`config.mk`:
```
export PLATFORM = sky130hd
export DESIGN_NAME = nonpcm_burst_detector
export DESIGN_NICKNAME = d
export VERILOG_FILES = /design/src/rtl/nonpcm_pkg.sv /design/src/rtl/nonpcm_sync_matcher.sv /design/src/rtl/nonpcm_frame_timer.sv /design/src/rtl/nonpcm_burst_detector.sv
export SDC_FILE = /design/constraint.sdc
export NUM_CORES = 1
export LEC_CHECK = 0
export BUFFER_PORTS_ARGS = -buffer_cell sky130_fd_sc_hd__buf_2
export CAP_MARGIN = 20
export CORE_MARGIN = 10
export CORE_UTILIZATION = 30
export DETAILED_ROUTE_END_ITERATION = 12
export GPL_TIMING_DRIVEN = 1
export HOLD_SLACK_MARGIN = 0.03
export PLACE_DENSITY = 0.53
export SLEW_MARGIN = 5
export SYNTH_ARGS = -nofsm -noshare
export SYNTH_HDL_FRONTEND = slang
export SYNTH_HIERARCHICAL = 1
export SYNTH_SLANG_ARGS = --single-unit
```
`constraint.sdc`:
```
create_clock -name clk -period 2.9 [get_ports clk]
set_input_delay 0.29 -clock clk [delete_from_list [all_inputs] [get_ports clk]]
set_output_delay 0.29 -clock clk [all_outputs]
set_load 0.005 [all_outputs]
```
`src/rtl/nonpcm_pkg.sv`:
```
package nonpcm_pkg;

   localparam int PAYLOAD_W = 16;
   localparam int SYNC_LEN  = 6;

   typedef enum logic [1:0] {
      CAP_HUNT = 2'd0,
      CAP_PC   = 2'd1,
      CAP_PD   = 2'd2
   } cap_state_t;

   // Expected payload word at a given position of the sync pattern
   function automatic logic [PAYLOAD_W-1:0] sync_word(input logic [2:0] pos);
      case (pos)
         3'd4:    sync_word = 16'hF872;
         3'd5:    sync_word = 16'h4E1F;
         default: sync_word = 16'h0000;
      endcase
   endfunction

endpackage

```
`src/rtl/nonpcm_sync_matcher.sv`:
```
module nonpcm_sync_matcher
   import nonpcm_pkg::*;
#(
   parameter bit ZERO_RESYNC = 1'b1
) (
   input  logic                 clk,
   input  logic                 rst_n,
   input  logic                 word_vld,
   input  logic [PAYLOAD_W-1:0] word,
   output logic                 hit,
   output logic [PAYLOAD_W-1:0] pc_hold
);

   localparam logic [2:0] LAST_POS = 3'(SYNC_LEN - 1);

   cap_state_t mode;
   logic [2:0] pos;
   logic [2:0] miss_pos;

   generate
      if (ZERO_RESYNC) begin : g_overlap
         // A zero word that breaks the match still counts as a leading zero
         always_comb begin
            if (word != '0)
               miss_pos = 3'd0;
            else if (pos == 3'd4)
               miss_pos = 3'd4;
            else
               miss_pos = 3'd1;
         end
      end else begin : g_strict
         assign miss_pos = 3'd0;
      end
   endgenerate

   always_ff @(posedge clk or negedge rst_n) begin
      if (!rst_n) begin
         mode    <= CAP_HUNT;
         pos     <= 3'd0;
         pc_hold <= '0;
      end else if (word_vld) begin
         case (mode)
            CAP_HUNT: begin
               if (word == sync_word(pos)) begin
                  if (pos == LAST_POS) begin
                     mode <= CAP_PC;
                     pos  <= 3'd0;
                  end else begin
                     pos <= pos + 3'd1;
                  end
               end else begin
                  pos <= miss_pos;
               end
            end
            CAP_PC: begin
               pc_hold <= word;
               mode    <= CAP_PD;
            end
            default: mode <= CAP_HUNT;
         endcase
      end
   end

   assign hit = word_vld && (mode == CAP_PD);

   p_pos_range_r2: assert property (@(posedge clk) disable iff (!rst_n)
      pos <= LAST_POS);

   p_no_search_in_header_r5: assert property (@(posedge clk) disable iff (!rst_n)
      (mode != CAP_HUNT) |-> (pos == 3'd0));

   p_pd_returns_to_hunt_r5: assert property (@(posedge clk) disable iff (!rst_n)
      hit |=> (mode == CAP_HUNT));

endmodule

```
`src/rtl/nonpcm_frame_timer.sv`:
```
module nonpcm_frame_timer #(
   parameter int LIMIT = 4096
) (
   input  logic clk,
   input  logic rst_n,
   input  logic restart,
   input  logic frame_tick,
   output logic expire
);

   localparam int               CNT_W   = $clog2(LIMIT + 1);
   localparam logic [CNT_W-1:0] LIMIT_C = CNT_W'(LIMIT);
   localparam logic [CNT_W-1:0] LAST_C  = CNT_W'(LIMIT - 1);

   logic [CNT_W-1:0] cnt;

   always_ff @(posedge clk or negedge rst_n) begin
      if (!rst_n)
         cnt <= '0;
      else if (restart)
         cnt <= '0;
      else if (frame_tick && (cnt != LIMIT_C))
         cnt <= cnt + 1'b1;
   end

   assign expire = frame_tick && !restart && (cnt == LAST_C);

   p_cnt_bound_r7: assert property (@(posedge clk) disable iff (!rst_n)
      cnt <= LIMIT_C);

   p_restart_clears_r7: assert property (@(posedge clk) disable iff (!rst_n)
      restart |=> (cnt == '0));

   p_saturate_r7: assert property (@(posedge clk) disable iff (!rst_n)
      (cnt == LIMIT_C && !restart) |=> (cnt == LIMIT_C));

endmodule

```
`src/rtl/nonpcm_burst_detector.sv`:
```
module nonpcm_burst_detector
   import nonpcm_pkg::*;
#(
   parameter int SUB_W          = 32,
   parameter int DATA_LSB       = 12,
   parameter int TIMEOUT_FRAMES = 4096,
   parameter bit ZERO_RESYNC    = 1'b1
) (
   input  logic                 clk,
   input  logic                 rst_n,
   input  logic                 sub_valid,
   input  logic                 frame_start,
   input  logic [SUB_W-1:0]     sub_word,
   output logic                 stream_flag,
   output logic [PAYLOAD_W-1:0] burst_pc,
   output logic [PAYLOAD_W-1:0] burst_pd,
   output logic                 hdr_update
);

   localparam int DATA_MSB = DATA_LSB + PAYLOAD_W - 1;

   generate
      if (DATA_LSB < 1 || DATA_MSB >= SUB_W - 1) begin : g_bad_field
         $error("payload field must leave bits free on both sides of the subframe");
      end
      if (TIMEOUT_FRAMES < 2) begin : g_bad_timeout
         $error("TIMEOUT_FRAMES must be at least 2");
      end
   endgenerate

   logic [PAYLOAD_W-1:0] payload;
   logic                 unused_sub_bits;
   logic                 hit;
   logic                 expire;
   logic [PAYLOAD_W-1:0] pc_hold;

   assign payload         = sub_word[DATA_MSB:DATA_LSB];
   assign unused_sub_bits = ^{sub_word[SUB_W-1:DATA_MSB+1], sub_word[DATA_LSB-1:0]};

   nonpcm_sync_matcher #(
      .ZERO_RESYNC (ZERO_RESYNC)
   ) u_match (
      .clk      (clk),
      .rst_n    (rst_n),
      .word_vld (sub_valid),
      .word     (payload),
      .hit      (hit),
      .pc_hold  (pc_hold)
   );

   nonpcm_frame_timer #(
      .LIMIT (TIMEOUT_FRAMES)
   ) u_timer (
      .clk        (clk),
      .rst_n      (rst_n),
      .restart    (hit),
      .frame_tick (frame_start),
      .expire     (expire)
   );

   always_ff @(posedge clk or negedge rst_n) begin
      if (!rst_n) begin
         stream_flag <= 1'b0;
         burst_pc    <= '0;
         burst_pd    <= '0;
         hdr_update  <= 1'b0;
      end else begin
         hdr_update <= hit;
         if (hit) begin
            stream_flag <= 1'b1;
            burst_pc    <= pc_hold;
            burst_pd    <= payload;
         end else if (expire) begin
            stream_flag <= 1'b0;
            burst_pc    <= '0;
            burst_pd    <= '0;
         end
      end
   end

   p_update_sets_flag_r4: assert property (@(posedge clk) disable iff (!rst_n)
      hdr_update |-> stream_flag);

   p_rise_with_update_r4: assert property (@(posedge clk) disable iff (!rst_n)
      $rose(stream_flag) |-> hdr_update);

   p_idle_zero_r6: assert property (@(posedge clk) disable iff (!rst_n)
      !stream_flag |-> (burst_pc == '0 && burst_pd == '0));

   p_single_pulse_r9: assert property (@(posedge clk) disable iff (!rst_n)
      hdr_update |=> !hdr_update);

endmodule

```
== Yosys cells after proc, flatten, opt, wreduce, memory -nomap -nowiden ==
Cells that the tools add are included.

* Register bits: 68
* Bits in latches: 0
* RAM bits: 0
* Bits in read-only memories: 0
* Output and inout bits: 34
* Logic and storage cells: 48
* Memories kept: 0

* Add/sub/neg operators: 2
* $mul: 0
* Divide/modulo/power cells: 0
* Magnitude comparators: 0
* Eq/ne operators: 9
* Shift-type cells: 0
* Mux-type cells: 17
* Bitwise logic cells: 0
* Reductions and logical operators: 12

{| class="wikitable"
|+ Operators with widths
! operator !! number
|-
| two-way mux 16 bit || 5
|-
| case mux 16 bit (2 select lines) || 1
|-
| two-way mux 13 bit || 2
|-
| == test 16 bit || 1
|-
| nonzero test 16 bit || 1
|-
| adder 13 x 1 -> 13 bit, second input constant || 1
|-
| == test 13 x 12 -> 1 bit, second input constant || 1
|-
| != test 13 bit, second input constant || 1
|-
| two-way mux 3 bit || 4
|-
| == test 3 bit, second input constant || 2
|-
| logical AND 1 bit || 4
|-
| two-way mux 2 bit || 2
|-
| != test 2 x 1 -> 1 bit, second input constant || 2
|-
| case mux 2 bit (2 select lines) || 1
|-
| AND reduction 2 bit || 2
|-
| nonzero test 2 bit || 2
|-
| adder 3 x 1 -> 3 bit, second input constant || 1
|-
| AND reduction 3 bit || 1
|-
| == test 2 x 1 -> 1 bit, second input constant || 1
|-
| == test 2 bit, second input constant || 1
|-
| zero test 2 bit || 1
|-
| two-way mux 1 bit || 2
|-
| zero test 1 bit || 1
|}

== Longest topological paths before layout ==
Gate-level depths: netlist of run 1.

* Depth in word-level cells: 7
* Gate-level depth with buffers: 8
* Gate-level depth less buffers: 6

== Modules after synthesis ==
Netlist of run 1, hierarchy kept.

{| class="wikitable"
|+ Modules (own cells, without submodules)
! module !! times used !! cells an instance !! area an instance (µm²)
|-
| nonpcm_burst_detector || 1 || 76 || 1233.7
|-
| nonpcm_sync_matcher || 1 || 83 || 967.2
|-
| nonpcm_frame_timer || 1 || 84 || 783.3
|}

== Least setup slack after synthesis of run 1 ==
Ideal clock, no wire load.

* Kind: flip-flop to flip-flop
* From: register u_timer.cnt[0]
* To: register burst_pd[0]
* Data arrival time: 2.136 ns
* Required time: 2.779 ns
* Path slack: 0.643 ns
* Cell stages (with the launch flop): 8
* Path buffers: 1
* Cells stage by stage: dfrtp_1 ha_1 nand3_1 or4_1 nor3_1 nor2_8 buf_8 a22o_1

* Longest elaborated chain between the ends: 3

{| class="wikitable"
|+ RTL lines
! what !! line !! source
|-
| start: declaration || nonpcm_frame_timer.sv:15 || <nowiki>logic [CNT_W-1:0] cnt;</nowiki>
|-
| start signal: assignment || nonpcm_frame_timer.sv:23 || <nowiki>cnt <= cnt + 1'b1;</nowiki>
|-
| == test 13 x 12 -> 1 bit || nonpcm_frame_timer.sv:26 || <nowiki>assign expire = frame_tick && !restart && (cnt == LAST_C);</nowiki>
|-
| logical AND 1 bit || nonpcm_frame_timer.sv:26 ||
|-
| net expire || nonpcm_burst_detector.sv:34 || <nowiki>logic expire;</nowiki>
|-
| nonzero test 2 bit (no line) || n/a ||
|-
| end signal: assignment || nonpcm_burst_detector.sv:72 || <nowiki>burst_pd <= payload;</nowiki>
|-
| end: declaration || nonpcm_burst_detector.sv:16 || <nowiki>output logic [PAYLOAD_W-1:0] burst_pd,</nowiki>
|}

The timed path passes the listed nets, and every way through them passes these cells.
A chain may end at the register's enable or synchronous reset.

== Worst setup path in the final report of run 1 ==
* From: register u_timer.cnt[0]
* To: register burst_pd[9]

The elaborated chain is that of the path after synthesis.

==> results of run 1 <==
-- layer usage --
metal / GRT usage (%) / routed length (um) / vias up / part of all wire (%)
li1: - / - / 1046 / -
met2: 14.8 / 3310 / 39 / 46
met1: 13.7 / 3520 / 1110 / 49
met4: 2.71 / 46 / 0 / 0.64
met3: 3.56 / 329 / 2 / 4.6
met5: 0 / 0 / - / 0
-- cells by family after synthesis --
group | synth area share (%)
and+or+nand+nor | 14.6
adders and majority gates | 0.838
AOI/OAI and AO/OA | 15.8
muxes | 6.75
buffers and inverters | 4.36
xor gates and xnor gates | 0.587
DFF | 57.0
-- metrics by stage --
step                cells  cell area, um^2  setup WS (ps)
floorplan             243             2980            643
global placement      422             3380            708
detailed placement    422             3380            674
CTS                   439             3560            664
global route          439             3560            500
finish                439             3560            660
-- state kept, by name (all words and copies together), names as in the netlist --
| signal | flops |
|---|---|
| burst_pc | 16 |
| u_match/pc_hold | 16 |
| hdr_update | 1 |
| burst_pd | 16 |
| stream_flag | 1 |
| u_timer/cnt | 13 |
| u_match/mode | 2 |
| u_match/pos | 3 |
-- worst max-delay path: cells and delay by family, from the launching register on --
| family | cells | cell delay, ps |
|---|---|---|
| fa+ha+maj | 1 | 270 |
| flops | 1 | 450 |
| buf+inv | 1 | 170 |
| simple gates | 4 | 980 |
| compound gates | 1 | 240 |
-- power by group through the flow --
stage          clock [mW]  sequential, mW  combinational (mW)
2_1_floorplan           0            1.16               0.201
3_3_place_gp            0            1.18               0.336
3_5_place_dp            0            1.18               0.346
4_1_cts             0.720            1.16               0.349
5_1_grt             0.762            1.18               0.389
6_report            0.691            1.16               0.342
-- layout make-up --
class | count | area, um^2
well taps | 133 | 166
multi-input cells | 153 | 1150
clock buffers | 10 | 138
flip-flops and latches | 68 | 1700
clock inverters | 6 | 38.8
repair buffers | 60 | 333
inverters | 9 | 33.8
fillers | 999 | 6160
-- placed cells by master (no fill, tap or decap), drive strengths merged, types with 2 or more instances in the layout --
master and count:
clkinv 3, nand2b 4, ha 2, nor3 4, nand4 9, a22o 32
inv 10, nor4bb 2, xor2 2, a21oi 9, or3 3, nor3b 2
buf 59, nand3 6, clkinvlp 2, dfrtp 68, o21ai 10, nand2 8
mux2 17, nor4 4, or4b 3, clkbuf 10, nor2 8, or4 9
o31ai 6
-- final timing paths --
path	start	end	slack (ps)	depth (start not counted)
setup / recovery	u_timer/cnt[0]$_DFFE_PN0P_	burst_pd[9]$_DFFE_PN0P_	660	7
hold / removal	sub_valid	u_match/mode[1]$_DFFE_PN0P_	180	2
setup reg to reg	u_timer/cnt[0]$_DFFE_PN0P_	burst_pd[9]$_DFFE_PN0P_	660	7
hold reg to reg	stream_flag$_DFFE_PN0P_	stream_flag$_DFFE_PN0P_	470	1
max in group asynchronous	rst_n	burst_pc[15]$_DFFE_PN0P_	1920	3
min in group asynchronous	rst_n	u_timer/cnt[0]$_DFFE_PN0P_	380	2
-- timing repair --
action | CTS | global route
gates resized for setup | 0 | 0
setup buffers | 0 | 0
hold buffers | 1 | 0
hold endpoints to repair | 11 | 0
==> flow_metrics.env, run 1 <==
export IMPL_outcome="finished, final reports clean"
export IMPL_worstMarginPinSlew_ps=531
export IMPL_num_rows=36
export IMPL_async_reset_ff_share_pct=100
export IMPL_antenna_found_initial=0
export IMPL_die_w_um=120
export IMPL_max_slew_margin_pct=64.5
export IMPL_track_usage_pct=10.1
export IMPL_vdd_drop_max_mv=0.224
export IMPL_final_layout_size_suffix_gt1_share_pct=32.0
export IMPL_avgSynthCellArea_um2=12.3
export IMPL_synth_cell_area_mm2=0.00298
export IMPL_final_nets=339
export IMPL_wirelength_mm=7.20
export IMPL_yosysSeqAreaShare_pct=57.0
export IMPL_switching_power_uw=634
export IMPL_die_h_um=120
export IMPL_final_util_pct=36.6
export IMPL_fin_tns_setup_ps=0
export IMPL_drc=0
export IMPL_p_seq_share_pct=52.9
export IMPL_cts_root_buf="clkbuf_8"
export IMPL_synthToLayoutAreaGrowth_pct=19.5
export IMPL_cts_max_level=3
export IMPL_grt_pass1_wl_mm=11.8
export IMPL_cts_buffers=9
export IMPL_first_global_vias=2200
export IMPL_cp_end_kind="register"
export IMPL_slowest_stage="or4_1"
export IMPL_synth_seq_cells=68
export IMPL_crit_path_max_incr_delay_ps=540
export IMPL_core_mm2=0.00973
export IMPL_period_share_pct=77.3
export IMPL_hold_violations=0
export IMPL_ys_warn_count=6
export IMPL_worstSetupPathType="reg -> reg"
export IMPL_fin_worst_skew_ps=7.69
export IMPL_io_pins=70
export IMPL_viasPerCell=5.00
export IMPL_post_dp_hpwl_mm=5.17
export IMPL_p_sw_share_pct=28.9
export IMPL_synth_net_count=281
export IMPL_cts_sinks=68
export IMPL_grt_setup_unrepaired="false"
export IMPL_power_density_mw_per_mm2=615
export IMPL_worstPathRequired_ps=3120
export IMPL_grt_max_degree=58
export IMPL_synth_top_cell_by_area="dfrtp_1"
export IMPL_synth_cell_types=44
export IMPL_gp_congestion=0.778
export IMPL_synthTopCellsByCount="dfrtp_1 (68), a22o_1 (32), mux2_2 (17)"
export IMPL_drt_pass1_iterations=4
export IMPL_clkPwrFrac_pct=31.5
export IMPL_leakagePower_nw=1.72
export IMPL_synthCells=243
export IMPL_yosysMostFrequentCell="dfrtp_1"
export IMPL_cap_violations=0
export IMPL_maxSlewViolCount=0
export IMPL_die_area_mm2=0.0143
export IMPL_synth_edf_count=0
export IMPL_cts_tree="yes"
export IMPL_ys_flop_type="dfrtp_1"
export IMPL_overflow=0
export IMPL_clk_latency_ps=330
export IMPL_finalSetupViolCount=0
export IMPL_diodes=0
export IMPL_period_needed_ps=2240
export IMPL_path_clk_slew_ps=80
export IMPL_hold_path_class="in -> reg"
export IMPL_critPathLaunchType="register"
export IMPL_power_mw=2.19
export IMPL_drt_wirelength_per_cell_um=16.4
export IMPL_start_util_pct=30.7
export IMPL_cts_max_path_buffers=2
export IMPL_vias=2197
export IMPL_combPwrFrac_pct=15.6
export IMPL_synth_top_cell_area_share_pct=57.0
export IMPL_max_freq_mhz=446
export IMPL_p_int_mw=1.56
export IMPL_worstPathCellList="ha_1, nand3_1, or4_1, nor3_1, buf_4, nor2_8, a22o_1"
export IMPL_fin_hold_ws_ps=185
export IMPL_io_buffers=53
export IMPL_arrival_ps=2460
export IMPL_synth_area_leaders="dfrtp_1 (57%), a22o_1 (9.4%), mux2_2 (6.4%)"
export IMPL_drt_iter0_markers=128
export IMPL_ant_nets=0
export IMPL_path_max_fanout=32
Power figures use the tool's default switching activity.
==> run 2: changes to the inputs <==
Settings changed: PLACE_DENSITY 0.53 to 0.54.
Clock period 2.9 ns to 1.83 ns, I/O delays scaled along.
==> run 2 against run 1 <==
  * The run now ends with negative setup slack left
  * Largest power group unchanged
  * Non-clock buffer count grew 18
  * Clock-buffer cell count fell by 1
  * Critical endpoint is now burst_pd[2]$_DFFE_PN0P_
  * Global-route usage increased by 0.89 points
  * Highest routed layer unchanged
  * Final area is 8.2% higher
  * Maximum frequency up 17%
  * Flip-flop and latch count unchanged
==> flow_metrics.env, run 2 (same netlist as run 1, synthesis figures left out) <==
export IMPL_worstPathCellList="ha_2, nand3_2, or4_4, nor3_4, buf_12, nor2_8, a22o_1"
export IMPL_critPathLaunchType="register"
export IMPL_worstSetupPathType="reg -> reg"
export IMPL_cp_buffers_inverters=1
export IMPL_cp_end_kind="register"
export IMPL_leakagePower_nw=1.85
export IMPL_maxSlewViolCount=0
export IMPL_drt_iter0_markers=123
export IMPL_worstMarginPinSlew_ps=473
export IMPL_drc=0
export IMPL_most_common_layout_cells="dfrtp_1 (68), buf_2 (53), a22o_1 (32), buf_4 (22), mux2_2 (17)"
export IMPL_cap_violations=0
export IMPL_cts_sinks=68
export IMPL_die_area_mm2=0.0143
export IMPL_cts_max_level=3
export IMPL_period_share_pct=104
export IMPL_cp_top_family="simple AND/OR/NAND/NOR gates"
export IMPL_fin_worst_skew_ps=10.3
export IMPL_cts_max_path_buffers=2
export IMPL_fin_tns_setup_ps=-1910
export IMPL_vias=2278
export IMPL_arrival_ps=2130
export IMPL_wirelength_mm=7.70
export IMPL_first_global_vias=2411
export IMPL_cts_tree="yes"
export IMPL_io_buffers=53
export IMPL_pre_cts_ws_ps=-132
export IMPL_ant_nets=0
export IMPL_worstPathRequired_ps=2050
export IMPL_grt_max_degree=69
export IMPL_period_needed_ps=1910
export IMPL_start_util_pct=30.7
export IMPL_hold_path_class="in -> reg"
export IMPL_post_dp_hpwl_mm=5.28
export IMPL_power_density_mw_per_mm2=1040
export IMPL_diodes=0
export IMPL_path_clk_slew_ps=70
export IMPL_fin_hold_ws_ps=91.6
export IMPL_antenna_found_initial=0
export IMPL_layout_cells_non_filler=458
export IMPL_final_layout_size_suffix_gt1_share_pct=39.7
export IMPL_vdd_drop_max_mv=0.434
export IMPL_post_place_cells=438
export IMPL_grt_pass1_wl_mm=12.8
export IMPL_path_max_fanout=16
export IMPL_num_rows=36
export IMPL_grt_setup_unrepaired="true"
export IMPL_slowest_stage="or4_4"
export IMPL_gp_congestion=0.809
export IMPL_violations="negative setup slack"
export IMPL_viasPerCell=4.97
export IMPL_clk_latency_ps=340
export IMPL_dpl_cell_area_mm2=0.00352
export IMPL_die_h_um=120
export IMPL_max_freq_mhz=523
export IMPL_drt_pass1_iterations=4
export IMPL_core_mm2=0.00973
export IMPL_fin_area_mm2=0.00386
export IMPL_track_usage_pct=11.0
export IMPL_die_w_um=120
export IMPL_layout_commonest_cell="dfrtp_1"
export IMPL_fin_ws_ps=-81.0
export IMPL_top_regs="burst_pc: 16 flops, burst_pd: 16 flops, u_match/pc_hold: 16 flops"
export IMPL_cts_root_buf="clkbuf_8"
export IMPL_crit_path_max_incr_delay_ps=520
export IMPL_finalSetupViolCount=34
export IMPL_outcome="finished with violations"
export IMPL_hold_violations=0
export IMPL_io_pins=70
export IMPL_final_nets=359
export IMPL_cts_buffers=9
export IMPL_synthToLayoutAreaGrowth_pct=29.3
export IMPL_drt_wirelength_per_cell_um=16.8
export IMPL_max_slew_margin_pct=68.4
export IMPL_overflow=0
run 2: changes by cell type in the layout (fill, tap and decap cells not counted), sizes merged:
cell	before	now
clkinv	3	1
buf	59	77
bufinv	0	3
clkbuf	10	9
inv	10	9
nor2	8	10
run 2: repair_timing:
action | CTS | global route
setup buffers | 2 | 0
cloned | 2 | 0
resized for setup | 4 | 6
endpoints found under the setup margin | 36 | 37
hold buffers | 1 | 0
pin swaps | 3 | 14
endpoints found under the hold margin | 68 | 0
run 2: area by class of cell:
| cell class | count | area, um^2 |
|---|---|---|
| repair buffers | 78 | 480 |
| well taps | 133 | 166 |
| multi-input cells | 155 | 1240 |
| flip-flops and latches | 68 | 1700 |
| inverters | 9 | 33.8 |
| clock inverters | 6 | 114 |
| clock buffers | 9 | 124 |
| fillers | 999 | 5870 |
run 2: metal layers:
| layer | vias up | track usage [%] | wire, um |
|---|---|---|---|
| met2 | 37 | 17.2 | 3670 |
| met1 | 1144 | 13.9 | 3580 |
| li1 | 1088 | - | - |
| met4 | 0 | 4.98 | 133 |
| met5 | - | 0 | 0 |
| met3 | 9 | 2.81 | 320 |
run 2: path summary, 6_finish.rpt:
check,end,start,slack [ps],depth (start not counted)
worst max-delay path,burst_pd[2]$_DFFE_PN0P_,u_timer/cnt[0]$_DFFE_PN0P_,-80,7
worst min-delay path,u_match/mode[1]$_DFFE_PN0P_,sub_valid,90,2
worst max register to register,burst_pd[2]$_DFFE_PN0P_,u_timer/cnt[0]$_DFFE_PN0P_,-80,7
worst min register to register,stream_flag$_DFFE_PN0P_,stream_flag$_DFFE_PN0P_,490,1
max in group asynchronous,burst_pd[15]$_DFFE_PN0P_,rst_n,1160,3
min in group asynchronous,u_timer/cnt[1]$_DFFE_PN0P_,rst_n,390,3
run 2: stage by stage:
step | util [%] | power [mW]
floorplan | - | 2.16
global placement | 36.2 | 2.55
finish | 39.7 | 4.02
global route | 39.7 | 4.24
detailed placement | 36.2 | 2.56
CTS | 39.4 | 4.06
run 2: power by group:
group          internal (mW)  switching, mW
clock network          0.899          0.568
registers               1.67         0.0971
logic                  0.396          0.384
==> run 3: changes to the inputs <==
Settings changed: ABC_AREA set to 1.
==> run 3 against run 2 <==
  * The flow now finishes without violations
  * First-iteration DRC count shrank 7.3%
  * Flip-flop and latch count is the same
  * Sequential power is essentially flat
  * Hold slack got worse by 7.9 ps
  * Critical path depth shrank 1
  * Setup slack gained 230 ps
  * Combinational power is 4.9% higher
  * Synthesized area rose by 14%
  * Die area increased by 12%
  * Highest routed layer is now met5
==> flow_metrics.env, run 3 <==
export IMPL_critPathLaunchType="register"
export IMPL_top_regs="burst_pc: 16 flops, burst_pd: 16 flops, u_match/pc_hold: 16 flops"
export IMPL_first_global_vias=2878
export IMPL_io_buffers=53
export IMPL_fin_ws_ps=145
export IMPL_cts_max_path_buffers=2
export IMPL_synth_top_cell_by_area="dfrtp_1"
export IMPL_final_layout_size_suffix_gt1_share_pct=23.8
export IMPL_cts_max_level=3
export IMPL_die_w_um=127
export IMPL_final_nets=545
export IMPL_regToRegStartpoint="u_match/mode[0]$_DFFE_PN0P_"
export IMPL_period_share_pct=92.1
export IMPL_die_h_um=127
export IMPL_diodes=0
export IMPL_grt_max_degree=69
export IMPL_hold_path_depth=2
export IMPL_drt_wirelength_per_cell_um=13.7
export IMPL_synth_seq_cells=68
export IMPL_crit_path_max_incr_delay_ps=410
export IMPL_ant_nets=0
export IMPL_synth_edf_count=0
export IMPL_wirelength_mm=8.94
export IMPL_antenna_found_initial=1
export IMPL_core_mm2=0.0110
export IMPL_period_needed_ps=1690
export IMPL_fin_worst_skew_ps=5.71
export IMPL_grt_setup_unrepaired="false"
export IMPL_outcome="finished, final reports clean"
export IMPL_cp_top_family="buffers and inverters"
export IMPL_synth_top_cell_area_share_pct=49.9
export IMPL_synth_cell_types=30
export IMPL_finalSetupViolCount=0
export IMPL_synthToLayoutAreaGrowth_pct=25.1
export IMPL_synth_area_leaders="dfrtp_1 (50%), nand2_1 (20%), nand3_1 (4.6%)"
export IMPL_cap_violations=0
export IMPL_worstPathRequired_ps=2050
export IMPL_yosysMostFrequentCell="nand2_1"
export IMPL_synthAdderAreaFrac_pct=0.734
export IMPL_worstPathCellList="nor3_2, buf_4, clkinv_1, buf_4, nand4_1, o21ai_2"
export IMPL_ys_warn_count=6
export IMPL_drt_iter0_markers=114
export IMPL_grt_pass1_wl_mm=14.6
export IMPL_leakagePower_nw=2.30
export IMPL_synth_cell_area_mm2=0.00341
export IMPL_ys_flop_type="dfrtp_1"
export IMPL_synth_compound_area_share_pct=4.37
export IMPL_power_density_mw_per_mm2=1040
export IMPL_io_pins=70
export IMPL_async_reset_ff_share_pct=100
export IMPL_most_common_layout_cells="nand2_1 (178), dfrtp_1 (68), buf_2 (53), inv_1 (33), nor2_1 (33)"
export IMPL_cts_sinks=68
export IMPL_critPathCapture="u_timer/cnt[0]$_DFFE_PN0P_"
export IMPL_cts_root_buf="clkbuf_16"
export IMPL_viasPerCell=4.48
export IMPL_drc=0
export IMPL_synthCells=437
export IMPL_cp_startpoint="u_match/mode[0]$_DFFE_PN0P_"
export IMPL_maxSlewViolCount=0
export IMPL_start_util_pct=31.0
export IMPL_vdd_drop_max_mv=0.472
export IMPL_path_clk_slew_ps=60
export IMPL_arrival_ps=1900
export IMPL_cp_common_cell="buf_4"
export IMPL_r2r_slack_ps=140
export IMPL_worstSetupPathType="reg -> reg"
export IMPL_yosysSeqAreaShare_pct=49.9
export IMPL_path_max_fanout=8
export IMPL_num_rows=38
export IMPL_track_usage_pct=11.2
export IMPL_synth_mux_area_fraction_pct=0
export IMPL_layout_commonest_cell="nand2_1"
export IMPL_synth_net_count=475
export IMPL_max_slew_margin_pct=75.9
export IMPL_cts_buffers=9
export IMPL_clk_latency_ps=330
export IMPL_die_area_mm2=0.0160
export IMPL_gp_congestion=0.888
export IMPL_post_dp_hpwl_mm=6.35
export IMPL_worstMarginPinSlew_ps=361
export IMPL_cp_end_kind="register"
export IMPL_synth_top_family_by_area="simple AND/OR/NAND/NOR gates"
export IMPL_r2r_cells=6
export IMPL_fin_tns_setup_ps=0
export IMPL_synthTopCellsByCount="nand2_1 (178), dfrtp_1 (68), inv_1 (33), nor2_1 (33), nand3_1 (31)"
export IMPL_r2r_end="u_timer/cnt[0]$_DFFE_PN0P_"
export IMPL_hold_path_class="in -> reg"
export IMPL_max_freq_mhz=593
export IMPL_yosys_area_share_simple_pct=36.0
export IMPL_synth_xor_area_share_pct=1.28
export IMPL_hold_violations=0
export IMPL_avgSynthCellArea_um2=7.80
export IMPL_cp_buffers_inverters=3
export IMPL_overflow=0
export IMPL_pre_cts_ws_ps=19.3
export IMPL_drt_pass1_iterations=4
export IMPL_cts_tree="yes"
export IMPL_vias=2922
export IMPL_cp_num_cells=6
export IMPL_slowest_stage="dfrtp_1"
==> run 3: cell types whose count changed in the layout (fill, tap and decap cells not counted), moves of 5 or more <==
| cell | delta |
|---|---|
| buf_4 | -6 |
| clkbuf_16 | +9 |
| nand3_1 | +26 |
| nand2_2 | +14 |
| a22o_1 | -32 |
| o21ai_1 | +11 |
| a21oi_1 | -7 |
| clkbuf_8 | -9 |
| mux2_2 | -17 |
| nand2_1 | +170 |
| o31ai_1 | -5 |
| inv_1 | +24 |
| nor2_1 | +26 |
==> run 3: layout make-up <==
cell class	count	area [um^2]
fill	1145	6720
sequential	68	1700
multi-input combinational	317	1470
timing repair buffer	73	455
clock buffer	9	225
tap	140	175
inverter	38	143
clock inverter	7	91.3
==> run 3: timing repair <==
action                                 in CTS  in global routing
setup endpoints to repair                   0                 36
resized for setup                           0                  1
hold buffers                                1                  0
endpoints found under the hold margin      68                  0
buffers inserted                            0                  2
==> run 3: kinds of logic (layout without fill, tap and decap cells) <==
family,after synthesis,in the layout
AND/OR/NAND/NOR,281,282
XOR/XNOR,5,5
flip-flops,68,68
AO/OA/AOI/OAI,28,28
adder cells (fa/ha/maj),2,2
buffers and inverters,53,127
==> run 3: worst min-delay path by stage <==
stage                             from                           to
after floorplan                  rst_n      burst_pc[0]$_DFFE_PN0P_
after global placement           rst_n      burst_pc[5]$_DFFE_PN0P_
after detailed placement         rst_n      burst_pc[5]$_DFFE_PN0P_
after CTS                    sub_valid  u_match/mode[1]$_DFFE_PN0P_
after global routing      sub_word[27]     burst_pd[15]$_DFFE_PN0P_
final                        sub_valid  u_match/mode[1]$_DFFE_PN0P_
==> run 3: per-stage QoR <==
stage	instances	hold WS (ps)	instance area [um^2]	util (%)	power (mW)
after floorplan	437	-113	3420	-	2.32
final	652	83.6	4260	38.8	4.45
after detailed placement	632	242	3880	35.3	2.63
after CTS	649	70.5	4210	38.3	4.51
after global placement	632	237	3880	35.3	2.62
after global routing	652	98.8	4260	38.8	4.74
==> run 3: layer usage <==
metal  routed length, um  GRT usage, %  vias up
li1                    -             -     1503
met1                4360          14.6     1363
met2                4110          17.1       43
met3                 329          2.92       11
met4                 123          4.62        2
met5                  13             0        -
==> run 3: power by group <==
| group | internal (mW) | switching (mW) |
|---|---|---|
| registers | 1.66 | 0.139 |
| clock network | 1.19 | 0.654 |
| logic | 0.346 | 0.472 |
